File: src/rtl/alu_hs_pkg.sv
package alu_hs_pkg;
   localparam logic [2:0] CODE_NOP = 3'b000;
   localparam logic [2:0] CODE_ADD = 3'b001;
   localparam logic [2:0] CODE_AND = 3'b010;
   localparam logic [2:0] CODE_XOR = 3'b011;
   localparam logic [2:0] CODE_MUL = 3'b100;

   typedef enum logic [1:0] {
      ST_IDLE = 2'd0,
      ST_RUN  = 2'd1,
      ST_HOLD = 2'd2
   } seq_state_e;
endpackage

File: src/rtl/alu_hs_decode.sv
module alu_hs_decode
   import alu_hs_pkg::*;
#(
   parameter int DW   = 8,
   parameter int OPW  = 3
) (
   input  logic [OPW-1:0]  code,
   input  logic [DW-1:0]   a,
   input  logic [DW-1:0]   b,
   output logic            is_single,
   output logic            is_mul,
   output logic [2*DW-1:0] single_val
);
   localparam int RW = 2 * DW;

   if (OPW != 3) begin : g_bad_opw
      $error("alu_hs_decode: OPW must be 3");
   end

   logic [RW-1:0] a_ext, b_ext;
   assign a_ext = {{DW{1'b0}}, a};
   assign b_ext = {{DW{1'b0}}, b};

   always_comb begin
      is_single  = 1'b0;
      is_mul     = 1'b0;
      single_val = '0;
      case (code)
         CODE_ADD: begin
            is_single  = 1'b1;
            single_val = a_ext + b_ext;
         end
         CODE_AND: begin
            is_single  = 1'b1;
            single_val = a_ext & b_ext;
         end
         CODE_XOR: begin
            is_single  = 1'b1;
            single_val = a_ext ^ b_ext;
         end
         CODE_MUL: is_mul = 1'b1;
         default: ;
      endcase
   end
endmodule

File: src/rtl/alu_hs_mul.sv
module alu_hs_mul #(
   parameter int DW  = 8,
   parameter int LAT = 3
) (
   input  logic            clk,
   input  logic            rst_n,
   input  logic            launch,
   input  logic [DW-1:0]   a,
   input  logic [DW-1:0]   b,
   output logic            last,
   output logic [2*DW-1:0] prod
);
   localparam int RW = 2 * DW;
   localparam int CW = (LAT > 2) ? $clog2(LAT) : 1;

   if (LAT < 2) begin : g_bad_lat
      $error("alu_hs_mul: LAT must be at least 2");
   end
   if (DW < 1) begin : g_bad_dw
      $error("alu_hs_mul: DW must be positive");
   end

   logic [DW-1:0] a_q, b_q;
   logic [CW-1:0] cnt;

   always_ff @(posedge clk or negedge rst_n) begin
      if (!rst_n) begin
         a_q <= '0;
         b_q <= '0;
         cnt <= '0;
      end else if (launch) begin
         a_q <= a;
         b_q <= b;
         cnt <= CW'(LAT - 1);
      end else if (cnt != '0) begin
         cnt <= cnt - 1'b1;
      end
   end

   assign last = (cnt == CW'(1));
   assign prod = RW'(a_q) * RW'(b_q);


   mul_last_once_chk: assert property (@(posedge clk) disable iff (!rst_n)
      last |=> !last);
endmodule

File: src/rtl/alu_hs_ctrl.sv
module alu_hs_ctrl
   import alu_hs_pkg::*;
(
   input  logic clk,
   input  logic rst_n,
   input  logic go,
   input  logic is_single,
   input  logic is_mul,
   input  logic mul_last,
   output logic launch,
   output logic ld_single,
   output logic ld_mul
);
   seq_state_e st, st_nx;

   always_comb begin
      st_nx     = st;
      launch    = 1'b0;
      ld_single = 1'b0;
      ld_mul    = 1'b0;
      case (st)
         ST_IDLE: begin
            if (go && is_single) begin
               ld_single = 1'b1;
               st_nx     = ST_HOLD;
            end else if (go && is_mul) begin
               launch = 1'b1;
               st_nx  = ST_RUN;
            end
         end
         ST_RUN: begin
            if (mul_last) begin
               ld_mul = 1'b1;
               st_nx  = ST_HOLD;
            end
         end
         ST_HOLD: if (!go) st_nx = ST_IDLE;
         default: st_nx = ST_IDLE;
      endcase
   end

   always_ff @(posedge clk or negedge rst_n) begin
      if (!rst_n) st <= ST_IDLE;
      else        st <= st_nx;
   end


   noop_idle_chk: assert property (@(posedge clk) disable iff (!rst_n)
      (st == ST_IDLE && go && !is_single && !is_mul) |=> (st == ST_IDLE));
endmodule

File: src/rtl/byte_alu_hs.sv
module byte_alu_hs
   import alu_hs_pkg::*;
#(
   parameter int DW      = 8,
   parameter int OPW     = 3,
   parameter int MUL_LAT = 3
) (
   input  logic             clk,
   input  logic             rst_n,
   input  logic             go,
   input  logic [DW-1:0]    op_a,
   input  logic [DW-1:0]    op_b,
   input  logic [OPW-1:0]   op_sel,
   output logic             done,
   output logic [2*DW-1:0]  result
);
   localparam int RW = 2 * DW;

   logic          is_single, is_mul, mul_last;
   logic          launch, ld_single, ld_mul;
   logic [RW-1:0] single_val, prod;

   alu_hs_decode #(.DW(DW), .OPW(OPW)) u_dec (
      .code(op_sel), .a(op_a), .b(op_b),
      .is_single(is_single), .is_mul(is_mul), .single_val(single_val)
   );

   alu_hs_mul #(.DW(DW), .LAT(MUL_LAT)) u_mul (
      .clk(clk), .rst_n(rst_n), .launch(launch),
      .a(op_a), .b(op_b), .last(mul_last), .prod(prod)
   );

   alu_hs_ctrl u_ctrl (
      .clk(clk), .rst_n(rst_n), .go(go),
      .is_single(is_single), .is_mul(is_mul), .mul_last(mul_last),
      .launch(launch), .ld_single(ld_single), .ld_mul(ld_mul)
   );

   always_ff @(posedge clk or negedge rst_n) begin
      if (!rst_n) begin
         done   <= 1'b0;
         result <= '0;
      end else begin
         done <= ld_single | ld_mul;
         if (ld_single)   result <= single_val;
         else if (ld_mul) result <= prod;
      end
   end


   done_pulse_chk: assert property (@(posedge clk) disable iff (!rst_n)
      done |=> !done);

   no_repulse_chk: assert property (@(posedge clk) disable iff (!rst_n)
      (done && go) |=> !done);

   res_hold_chk: assert property (@(posedge clk) disable iff (!rst_n)
      !done |-> $stable(result));

   done_cause_chk: assert property (@(posedge clk) disable iff (!rst_n)
      done |-> $past(go));
endmodule

File: config.mk
export PLATFORM = sky130hd
export DESIGN_NAME = byte_alu_hs
export DESIGN_NICKNAME = d
export VERILOG_FILES = /design/src/rtl/alu_hs_pkg.sv /design/src/rtl/alu_hs_decode.sv /design/src/rtl/alu_hs_mul.sv /design/src/rtl/alu_hs_ctrl.sv /design/src/rtl/byte_alu_hs.sv
export SDC_FILE = /design/constraint.sdc
export NUM_CORES = 1
export LEC_CHECK = 0
export ABC_AREA = 1
export BUFFER_PORTS_ARGS = -buffer_cell sky130_fd_sc_hd__buf_2
export CAP_MARGIN = 25
export CORE_MARGIN = 3
export CORE_UTILIZATION = 55
export CTS_BUF_LIST = sky130_fd_sc_hd__clkbuf_8 sky130_fd_sc_hd__clkbuf_16
export CTS_CLUSTER_SIZE = 30
export DETAILED_ROUTE_END_ITERATION = 8
export GPL_TIMING_DRIVEN = 0
export PLACE_DENSITY = 0.78
export SLEW_MARGIN = 15
export SYNTH_ARGS = -nofsm -noshare
export SYNTH_HDL_FRONTEND = slang
export SYNTH_SLANG_ARGS = --single-unit
File: constraint.sdc
create_clock -name clk -period 3.61 [get_ports clk]
set_input_delay 0.1805 -clock clk [delete_from_list [all_inputs] [get_ports clk]]
set_output_delay 0.1805 -clock clk [all_outputs]
set_load 0.02 [all_outputs]
==> results of run 1 <==
==> cells in the final DEF, fill, tap and decap left out, drive strengths merged, types with 3 or more instances in the layout <==
cell and count:
dfrtp 37, o21ai 18, nor3 3, a21oi 17, mux2 16, xnor2 3
a22oi 4, nand3 37, buf 75, nor2 19, inv 142, clkbuf 11
fa 37, nand2 153, nand4 6, a31oi 3, ha 46
==> kinds of logic (layout without fill, tap and decap cells) <==
group / count (synthesis) / count (layout) / share of synthesized area, %
and+or+nand+nor: 219 / 219 / 21.7
buffers and inverters: 163 / 231 / 14.8
adders and majority gates: 83 / 83 / 30.6
AOI/OAI and AO/OA: 49 / 49 / 6.42
DFF: 37 / 37 / 21.5
muxes: 16 / 16 / 4.18
xor gates and xnor gates: 4 / 4 / 0.814
==> metal layers <==
metal,GRT usage (%),vias to the layer above,routed length [um]
li1,-,1874,-
met1,32.4,1958,4760
met2,49.8,150,6030
met3,2.95,41,467
met4,10.9,0,368
met5,0,-,0
==> critical path, delay by kind of cell, from the launching register on <==
family | cells | cell delay, ns
adders and majority gates | 5 | 2.33
buffers and inverters | 5 | 0.40
DFF | 1 | 0.36
and+or+nand+nor | 9 | 0.67
==> metrics by stage <==
step                      instances  hold WS, ns  util (%)  worst slack [ns]  instance area, sq um
after floorplan                 571       -0.115         -           0.00738                  4460
after global placement          708        0.310      64.4            -0.305                  4770
after detailed placement        708        0.341      64.4            -0.318                  4770
after CTS                       732      0.00312      70.0            -0.195                  5190
after global routing            738       0.0326      72.8            -0.402                  5390
final                           738      -0.0296      72.8            -0.263                  5390
==> path summary, 6_finish.rpt <==
kind,from,to
max,u_mul.b_q[2],result[12]
min,rst_n,result[12]
max reg2reg,u_mul.b_q[2],result[12]
min reg2reg,result[10],result[10]
max in group asynchronous,rst_n,u_mul.a_q[6]
min in group clk,op_a[0],u_mul.a_q[0]
==> sequential cells by signal, indices dropped and copies added (netlist names) <==
signal / count
u_mul.cnt: 2
u_mul.a_q: 8
u_ctrl.st: 2
done: 1
u_mul.b_q: 8
result: 16
==> timing repair <==
action,4_1_cts,5_1_grt
setup buffers,20,7
pin swaps,27,26
resized for setup,49,57
hold endpoints to repair,0,0
endpoints found under the setup margin,10,11
cloned,0,0
==> Yosys cell counts, types with 4 or more instances <==
| master | count |
|---|---|
| a21oi_1 | 17 |
| a22oi_1 | 4 |
| clkbuf_1 | 16 |
| dfrtp_1 | 37 |
| fa_1 | 37 |
| ha_1 | 46 |
| inv_1 | 139 |
| mux2_2 | 16 |
| nand2_1 | 151 |
| nand3_1 | 35 |
| nand4_1 | 6 |
| nor2_1 | 17 |
| o21ai_0 | 16 |
==> area by class of cell <==
cell class                      count  share of cell area, %
Sequential cell                    37                   17.3
Buffer                             15                   3.04
Clock inverter                      2                  0.696
Timing Repair Buffer               65                   7.56
Multi-Input combinational cell    371                   57.4
Clock buffer                        6                   1.53
Tap cell                           99                   2.30
Inverter                          143                   10.2
==> qor.csv, run 1 <==
metric,value,unit
failing checks,"negative hold slack, negative setup slack",
Die X,94.5,um
setup TNS,-1.76,ns
dominant cell type by area after synthesis,dfrtp_1,
Cells after Synth,571,
RSZ-0062 raised after global routing,yes,
Max Freq,0.258,GHz
register area,932,sq um
Synth area leaders,"dfrtp_1 (21%), fa_1 (17%), ha_1 (13%), nand2_1 (13%), inv_1 (12%)",
DP Wirelength,8100,um
final setup slack of the worst path,-0.263,ns
Clock Pin Slew Worst Setup and Hold Paths,0.08,ns
TritonRoute pass-1 iters,5,
reg-to-reg setup timing slack,-0.26,ns
vias in the first global route,4277,
crit share post-route,107,%
worst path cell trace,"buf_8, nand2_4, fa_1, fa_1, inv_1, fa_1, inv_2, fa_1, inv_2, ha_4, nand2_2, inv_1, nand2_2, nand3_4, nand2_2, nand3_1, nand2_1, nand3_1, nand2_1",
GP Congestion,0.895,
post-synthesis cell type count,37,
remaining global-route overflow,0,
Ant. Diodes,0,
Worst path most repeated cell,fa_1,
cell area after synthesis,4310,sq um
Startpoint Class,flip-flop,
io pins,39,
first-pass GRT wire length,19200,um
DR iter-0 viols,292,
slowest CP cell,fa_1,
top cell type's share of synthesized area,21.5,%
DR WL/cell,15.8,um
final hold violations,37,
area occupied by multi-input gates,3100,sq um
Critical Path RT,3.80,ns
Area Growth Syn to Fin,25.2,%
"Seq/Total Area, Yosys",21.5,%
final WL,11600,um
CTS root buf,clkbuf_8,
Sink Count,37,
Setup Skew,0.00253,ns
crit path max fanout,7,
Final Max Tran Viols,0,
Max Cap Viol,0,
Worst Hold Margin,-0.0296,ns
Clock Tree Buf Depth,2,
total track usage,27.2,%
Die Height,94.5,um
crit path kind,flip-flop to flip-flop,
vias per inst,5.45,
Post-route DRC,0,
Hold Crit Class,input pin to async pin,
crit path time final,3.87,ns
Crit path arrival time,4.06,ns
Post-synth EDFFs,0,
worst-skew pair later-pin latency,0.29,ns
Rows,31,
largest net degree at the start of global routing,38,
initial antenna violation count,0,
syn avg cell area,7.54,sq um
vias post-DR,4023,
Yosys reg bits,37,
cell count of the worst reg-to-reg path,19,
fin nets,743,
# port buffers,38,
status,"complete, but fails checks",
"Top FF cell, synth",dfrtp_1,
TritonCTS buffer count,5,
CP Capture Type,flip-flop,
Worst Max-Slew Pin Slew,0.824,ns
Die ar.,8930,sq um
fill count,535,
CTS tree,built,
Async SR Flop Fraction,100,%
relative slew slack,45.1,%
Starting Density,58.1,%
yosys warns,0,
CTS Hold Bufs,0,
share of layout cells above drive strength 1,30.5,%
core area,7410,sq um
CP max stage delay,0.51,ns
Synth Net Count,676,
H-tree lvl count,2,
Final ANT Viol Nets,0,
Finish-stage setup viols,8,
Power of run 1 is left out: the tool's default activity adds up to more than one toggle a clock period on the data nets, which glitch-free logic cannot reach.
==> run 2: changes to the inputs <==
CORE_UTILIZATION = 60   (was 55)
CTS_CLUSTER_SIZE = 25   (was 30)
PLACE_DENSITY = 0.8   (was 0.78)
clock period = 4.5 ns   (was 3.61 ns; I/O delays follow)
==> run 2 against run 1 <==
Against the previous run:
- the flow now finishes without violations
- sequential share of layout area rose by 2.8 points
- fmax fell by 7.6%
- worst setup slack improved by 0.57 ns
- flip-flop and latch count did not move
- global-route usage fell by 1.1 points
- first-iteration DRC count fell by 33%
- clock-buffer cell count rose by 1
- core utilization fell by 4.6 points
- clock skew rose by 0.010 ns
- non-clock buffer count fell by 36
- critical endpoint is now result[10]
==> qor.csv, run 2 (synthesis results as in run 1) <==
metric,value,unit,change
status,"complete, no violations",,"was complete, but fails checks"
vias per inst,5.30,,was 5.45
Die X,90.7,um,was 94.5 um
Clock Tree Buf Depth,2,,unchanged
Area Growth Syn to Fin,8.72,%,was 25.2%
setup TNS,0,ns,was -1.76 ns
crit path max fanout,9,,was 7
cell count of the worst reg-to-reg path,16,,was 19
Post-route DRC,0,,unchanged
Max Freq,0.239,GHz,was 0.258 GHz
Sink Count,37,,unchanged
worst-skew pair later-pin latency,0.30,ns,was 0.29 ns
reg-to-reg setup timing slack,0.31,ns,was -0.26 ns
placed cell areas,4620,sq um,was 4770 sq um
# port buffers,38,,unchanged
crit path capture,result[10],,was result[12]
DP Wirelength,7900,um,was 8100 um
Starting Density,62.7,%,was 58.1%
CTS Hold Bufs,0,,unchanged
TritonRoute pass-1 iters,5,,unchanged
largest register by flop count,result,,unchanged
Startpoint Class,flip-flop,,unchanged
GP Congestion,0.908,,was 0.895
Rows,30,,was 31
Crit path arrival time,4.39,ns,was 4.06 ns
fill count,592,,was 535
DR WL/cell,13.7,um,was 15.8 um
CTS tree,built,,unchanged
Die Height,90.7,um,was 94.5 um
crit path time final,4.19,ns,was 3.87 ns
CP Capture Type,flip-flop,,unchanged
number of flip-flops under the largest register name,16,,unchanged
Die ar.,8230,sq um,was 8930 sq um
total track usage,26.1,%,was 27.2%
TritonCTS buffer count,5,,unchanged
biggest regs,"result: 16 flops, u_mul.a_q: 8 flops, u_mul.b_q: 8 flops",,unchanged
Hold Crit Class,input pin to async pin,,unchanged
final WL,9600,um,"was 11,600 um"
vias post-DR,3703,,"was 4,023"
Setup Skew,0.0128,ns,was 0.00253 ns
CP max stage delay,0.56,ns,was 0.51 ns
Max Cap Viol,0,,unchanged
Reg2Reg Launch Point,u_mul.a_q[2],,was u_mul.b_q[2]
register area,938,sq um,was 932 sq um
initial antenna violation count,0,,unchanged
crit share post-route,93.1,%,was 107%
crit path kind,flip-flop to flip-flop,,unchanged
relative slew slack,42.6,%,was 45.1%
end-of-flow core utilization,68.2,%,was 72.8%
first-pass GRT wire length,17600,um,"was 19,200 um"
share of layout cells above drive strength 1,14.3,%,was 30.5%
remaining global-route overflow,0,,unchanged
Worst Max-Slew Pin Slew,0.860,ns,was 0.824 ns
most frequent cells in the layout,"nand2_1 (151), inv_1 (139), ha_1 (46), buf_2 (40), fa_1 (37)",,"was nand2_1 (125), inv_1 (123), buf_2 (40), ha_1 (39), fa_1 (33)"
"commonest non-fill, non-tap cell in the layout",nand2_1,,unchanged
io pins,39,,unchanged
Final ANT Viol Nets,0,,unchanged
dpl cells,705,,was 708
Ant. Diodes,0,,unchanged
Clock Pin Slew Worst Setup and Hold Paths,0.08,ns,about the same
RSZ-0062 raised after global routing,no,,was yes
crit path from,u_mul.a_q[2],,was u_mul.b_q[2]
worst path cell trace,"nand2_1, inv_1, fa_1, fa_1, fa_1, inv_1, fa_1, inv_1, ha_1, inv_1, o21ai_0, nor2_1, nand2_1, or2_2, nand3_1, nand2_1",,"was buf_8, nand2_4, fa_1, fa_1, inv_1, fa_1, inv_2, fa_1, inv_2, ha_4, nand2_2, inv_1, nand2_2, nand3_4, nand2_2, nand3_1, nand2_1, nand3_1, nand2_1"
Finish-stage setup viols,0,,was 8
finished layout cell area,4680,sq um,was 5390 sq um
H-tree lvl count,2,,unchanged
Final Max Tran Viols,0,,unchanged
Critical Path RT,4.70,ns,was 3.80 ns
core area,6870,sq um,was 7410 sq um
largest net degree at the start of global routing,38,,unchanged
vias in the first global route,3931,,"was 4,277"
area occupied by multi-input gates,2740,sq um,was 3100 sq um
CTS root buf,clkbuf_8,,unchanged
fin nets,707,,was 743
Finished Layout Cells,699,,was 738
DR iter-0 viols,195,,was 292
reg-to-reg critical path endpoint,result[10],,was result[12]
final hold violations,0,,was 37
slowest CP cell,fa_1,,unchanged
==> run 2: changes by cell type in the layout (fill, tap and decap cells not counted), sizes merged <==
cell,delta
clkbuf,-2
inv,+1
buf,-33
bufinv,-1
clkinvlp,-1
==> run 2: worst max-delay path, delay by kind of cell, from the launching register on <==
kind                       cells  cell delay (ns)
AOI/OAI and AO/OA              1             0.12
adders and majority gates      5             2.46
buffers and inverters          4             0.27
DFF                            1             0.49
and+or+nand+nor                6             0.73
==> run 2: how the worst min path moves through the flow <==
stage	from	end	slack, ns	cells past startpoint
after CTS	rst_n	result[15]	0.05	1
after floorplan	rst_n	done	-0.07	0
after detailed placement	rst_n	result[15]	0.38	1
after global placement	rst_n	result[12]	0.37	1
after global routing	rst_n	result[15]	0.08	1
final	rst_n	result[14]	0.02	1
==> run 2: timing repair <==
item / 4_1_cts / 5_1_grt
endpoints found under the setup margin: 0 / 8
resized for setup: 0 / 10
buffers inserted: 0 / 0
==> run 2: stage by stage <==
stage	setup slack, ns	hold slack, ns
6_report	0.310	0.0226
5_1_grt	0.0212	0.0788
4_1_cts	0.0570	0.0538
3_5_place_dp	0.0801	0.384
3_3_place_gp	0.148	0.370
2_1_floorplan	0.504	-0.0706
==> run 2: layout make-up <==
class / count / area share (%)
Multi-Input combinational cell: 371 / 58.6
Timing Repair Buffer: 38 / 4.06
Buffer: 6 / 0.855
Sequential cell: 37 / 20.0
Tap cell: 96 / 2.57
Clock buffer: 7 / 2.06
Inverter: 143 / 11.6
Clock inverter: 1 / 0.187
==> run 2: routing by layer <==
layer  up-vias  global-route usage [%]  wire length (um)
met5         -                       0                 0
met4         0                    7.91               236
met3        26                    3.08               472
met2       103                    47.9              5020
met1      1768                    32.0              3870
li1       1806                       -                 -
Power of run 2 is left out for the same reason.
==> run 3: changes to the inputs <==
CAP_MARGIN = 20   (was 25)
CELL_PAD_IN_SITES_DETAIL_PLACEMENT = 1   (was not set)
CELL_PAD_IN_SITES_GLOBAL_PLACEMENT = 1   (was not set)
CORE_UTILIZATION = 49   (was 60)
PLACE_DENSITY = not set   (was 0.8)
PLACE_DENSITY_LB_ADDON = 0.1   (was not set)
==> run 3 against run 2 <==
Against the previous run:
- core utilization decreased by 12 points
- via count increased by 1.3%
- critical path depth unchanged
- die area increased by 21%
==> qor.csv, run 3 (synthesis results as in run 1) <==
metric,value,unit,change
status,"complete, no violations",,unchanged
Ant. Diodes,0,,unchanged
CTS tree,built,,unchanged
H-tree lvl count,2,,unchanged
Placement Setup Slack,-0.0484,ns,was 0.0801 ns
Starting Density,51.4,%,was 62.7%
"commonest non-fill, non-tap cell in the layout",nand2_1,,unchanged
crit share post-route,95.5,%,was 93.1%
Clock Pin Slew Worst Setup and Hold Paths,0.08,ns,about the same
# port buffers,38,,unchanged
top sig layer,met4,,unchanged
RSZ-0062 raised after global routing,yes,,was no
DR WL met2,6350,um,was 5020 um
first-pass GRT wire length,20600,um,"was 17,600 um"
Routed met3 length,230,um,was 472 um
Rows,33,,was 30
DR iter-0 viols,113,,was 195
vias in the first global route,4419,,"was 3,931"
Post-CTS Setup Inserts,0,,unchanged
TritonRoute pass-1 iters,4,,was 5
worst path cell trace,"nand2_1, fa_1, fa_1, inv_1, fa_1, inv_1, fa_1, inv_1, ha_1, nand2_2, a21oi_1, nor2_1, nand2_1, or2_2, nand3_1, nand2_1",,"was nand2_1, inv_1, fa_1, fa_1, fa_1, inv_1, fa_1, inv_1, ha_1, inv_1, o21ai_0, nor2_1, nand2_1, or2_2, nand3_1, nand2_1"
core area,8380,sq um,was 6870 sq um
Die ar.,9950,sq um,was 8230 sq um
GP Congestion,0.855,,was 0.908
TritonCTS buffer count,5,,unchanged
Setup Skew,0.0106,ns,was 0.0128 ns
slowest CP cell,fa_1,,unchanged
Hold Crit Class,input pin to async pin,,unchanged
Clock Tree Buf Depth,2,,unchanged
Final ANT Viol Nets,0,,unchanged
vias per inst,5.30,,about the same
Crit path arrival time,4.49,ns,was 4.39 ns
remaining global-route overflow,0,,unchanged
CP Capture Type,flip-flop,,unchanged
worst-skew pair later-pin latency,0.30,ns,about the same
register area,940,sq um,was 938 sq um
area occupied by multi-input gates,2750,sq um,was 2740 sq um
initial antenna violation count,0,,unchanged
Worst Max-Slew Pin Slew,0.888,ns,was 0.860 ns
M1 WL,4780,um,was 3870 um
setup TNS,0,ns,unchanged
final WL,11700,um,was 9600 um
Finished Layout Cells,708,,was 699
Post-route DRC,0,,unchanged
Startpoint Class,flip-flop,,unchanged
most frequent cells in the layout,"nand2_1 (150), inv_1 (139), ha_1 (46), buf_2 (40), fa_1 (37)",,"was nand2_1 (151), inv_1 (139), ha_1 (46), buf_2 (40), fa_1 (37)"
total track usage,26.3,%,was 26.1%
Die X,99.8,um,was 90.7 um
biggest regs,"result: 16 flops, u_mul.a_q: 8 flops, u_mul.b_q: 8 flops",,unchanged
CTS root buf,clkbuf_8,,unchanged
DP Wirelength,9780,um,was 7900 um
share of layout cells above drive strength 1,14.9,%,was 14.3%
relative slew slack,40.8,%,was 42.6%
io pins,39,,unchanged
Final Max Tran Viols,0,,unchanged
CP max stage delay,0.57,ns,was 0.56 ns
Critical Path RT,4.69,ns,was 4.70 ns
largest net degree at the start of global routing,38,,unchanged
final setup slack of the worst path,0.201,ns,was 0.310 ns
crit path time final,4.30,ns,was 4.19 ns
fill count,1119,,was 592
final hold violations,0,,unchanged
number of flip-flops under the largest register name,16,,unchanged
Area Growth Syn to Fin,9.41,%,was 8.72%
Die Height,99.8,um,was 90.7 um
Sink Count,37,,unchanged
DR WL/cell,16.6,um,was 13.7 um
Worst path most repeated cell,fa_1,,
vias post-DR,3751,,"was 3,703"
fin nets,707,,unchanged
Max Cap Viol,0,,unchanged
crit path kind,flip-flop to flip-flop,,unchanged
Finish-stage setup viols,0,,unchanged
dpl cells,714,,was 705
largest register by flop count,result,,unchanged
crit path max fanout,9,,unchanged
Max Freq,0.233,GHz,was 0.239 GHz
CTS Hold Bufs,0,,unchanged
[run 3: cell types whose count changed in the layout (fill, tap and decap cells not counted), sizes merged]
cell,previous run,this run
clkbuf,9,7
bufinv,0,1
clkinv,1,2
[run 3: worst paths after layout]
check | startpoint | endpoint | slack [ns] | cells past startpoint
worst max-delay path | u_mul.a_q[0] | result[10] | 0.20 | 16
worst min-delay path | rst_n | result[10] | 0.04 | 1
worst max register to register | u_mul.a_q[0] | result[10] | 0.20 | 16
worst min register to register | result[5] | result[5] | 0.48 | 2
max in group asynchronous | rst_n | u_mul.b_q[3] | 3.84 | 1
min in group clk | op_b[3] | u_mul.b_q[3] | 0.17 | 2
[run 3: per-stage QoR]
stage               cell area (sq um)  hold WS (ns)  util (%)
global route                     4710        0.0815      56.2
finish                           4710        0.0417      56.2
global placement                 4630         0.370      55.2
CTS                              4700        0.0738      56.1
floorplan                        4310       -0.0706         -
detailed placement               4630         0.400      55.2
[run 3: layout make-up]
cell class / count / share of cell area [%]
Buffer: 6 / 0.850
Clock buffer: 5 / 1.46
Clock inverter: 3 / 0.929
Inverter: 143 / 11.6
Multi-Input combinational cell: 371 / 58.4
Sequential cell: 37 / 19.9
Tap cell: 105 / 2.79
Timing Repair Buffer: 38 / 4.04
[run 3: metal layers]
metal	up-vias	track usage, %
met5	-	0
met4	0	8.93
met1	1860	30.1
met2	54	50.1
met3	30	3.02
li1	1807	-
[run 3: repair_timing]
action | 4_1_cts | 5_1_grt
pin swaps | 0 | 0
resized for setup | 0 | 14
endpoints found under the setup margin | 3 | 9
[run 3: critical path: cells and delay by family (launching register included)]
| kind | cells | cell delay [ns] |
|---|---|---|
| flops | 1 | 0.49 |
| simple gates | 7 | 0.88 |
| compound gates | 1 | 0.07 |
| fa+ha+maj | 5 | 2.57 |
| buf+inv | 3 | 0.19 |
Power of run 3 is left out for the same reason.
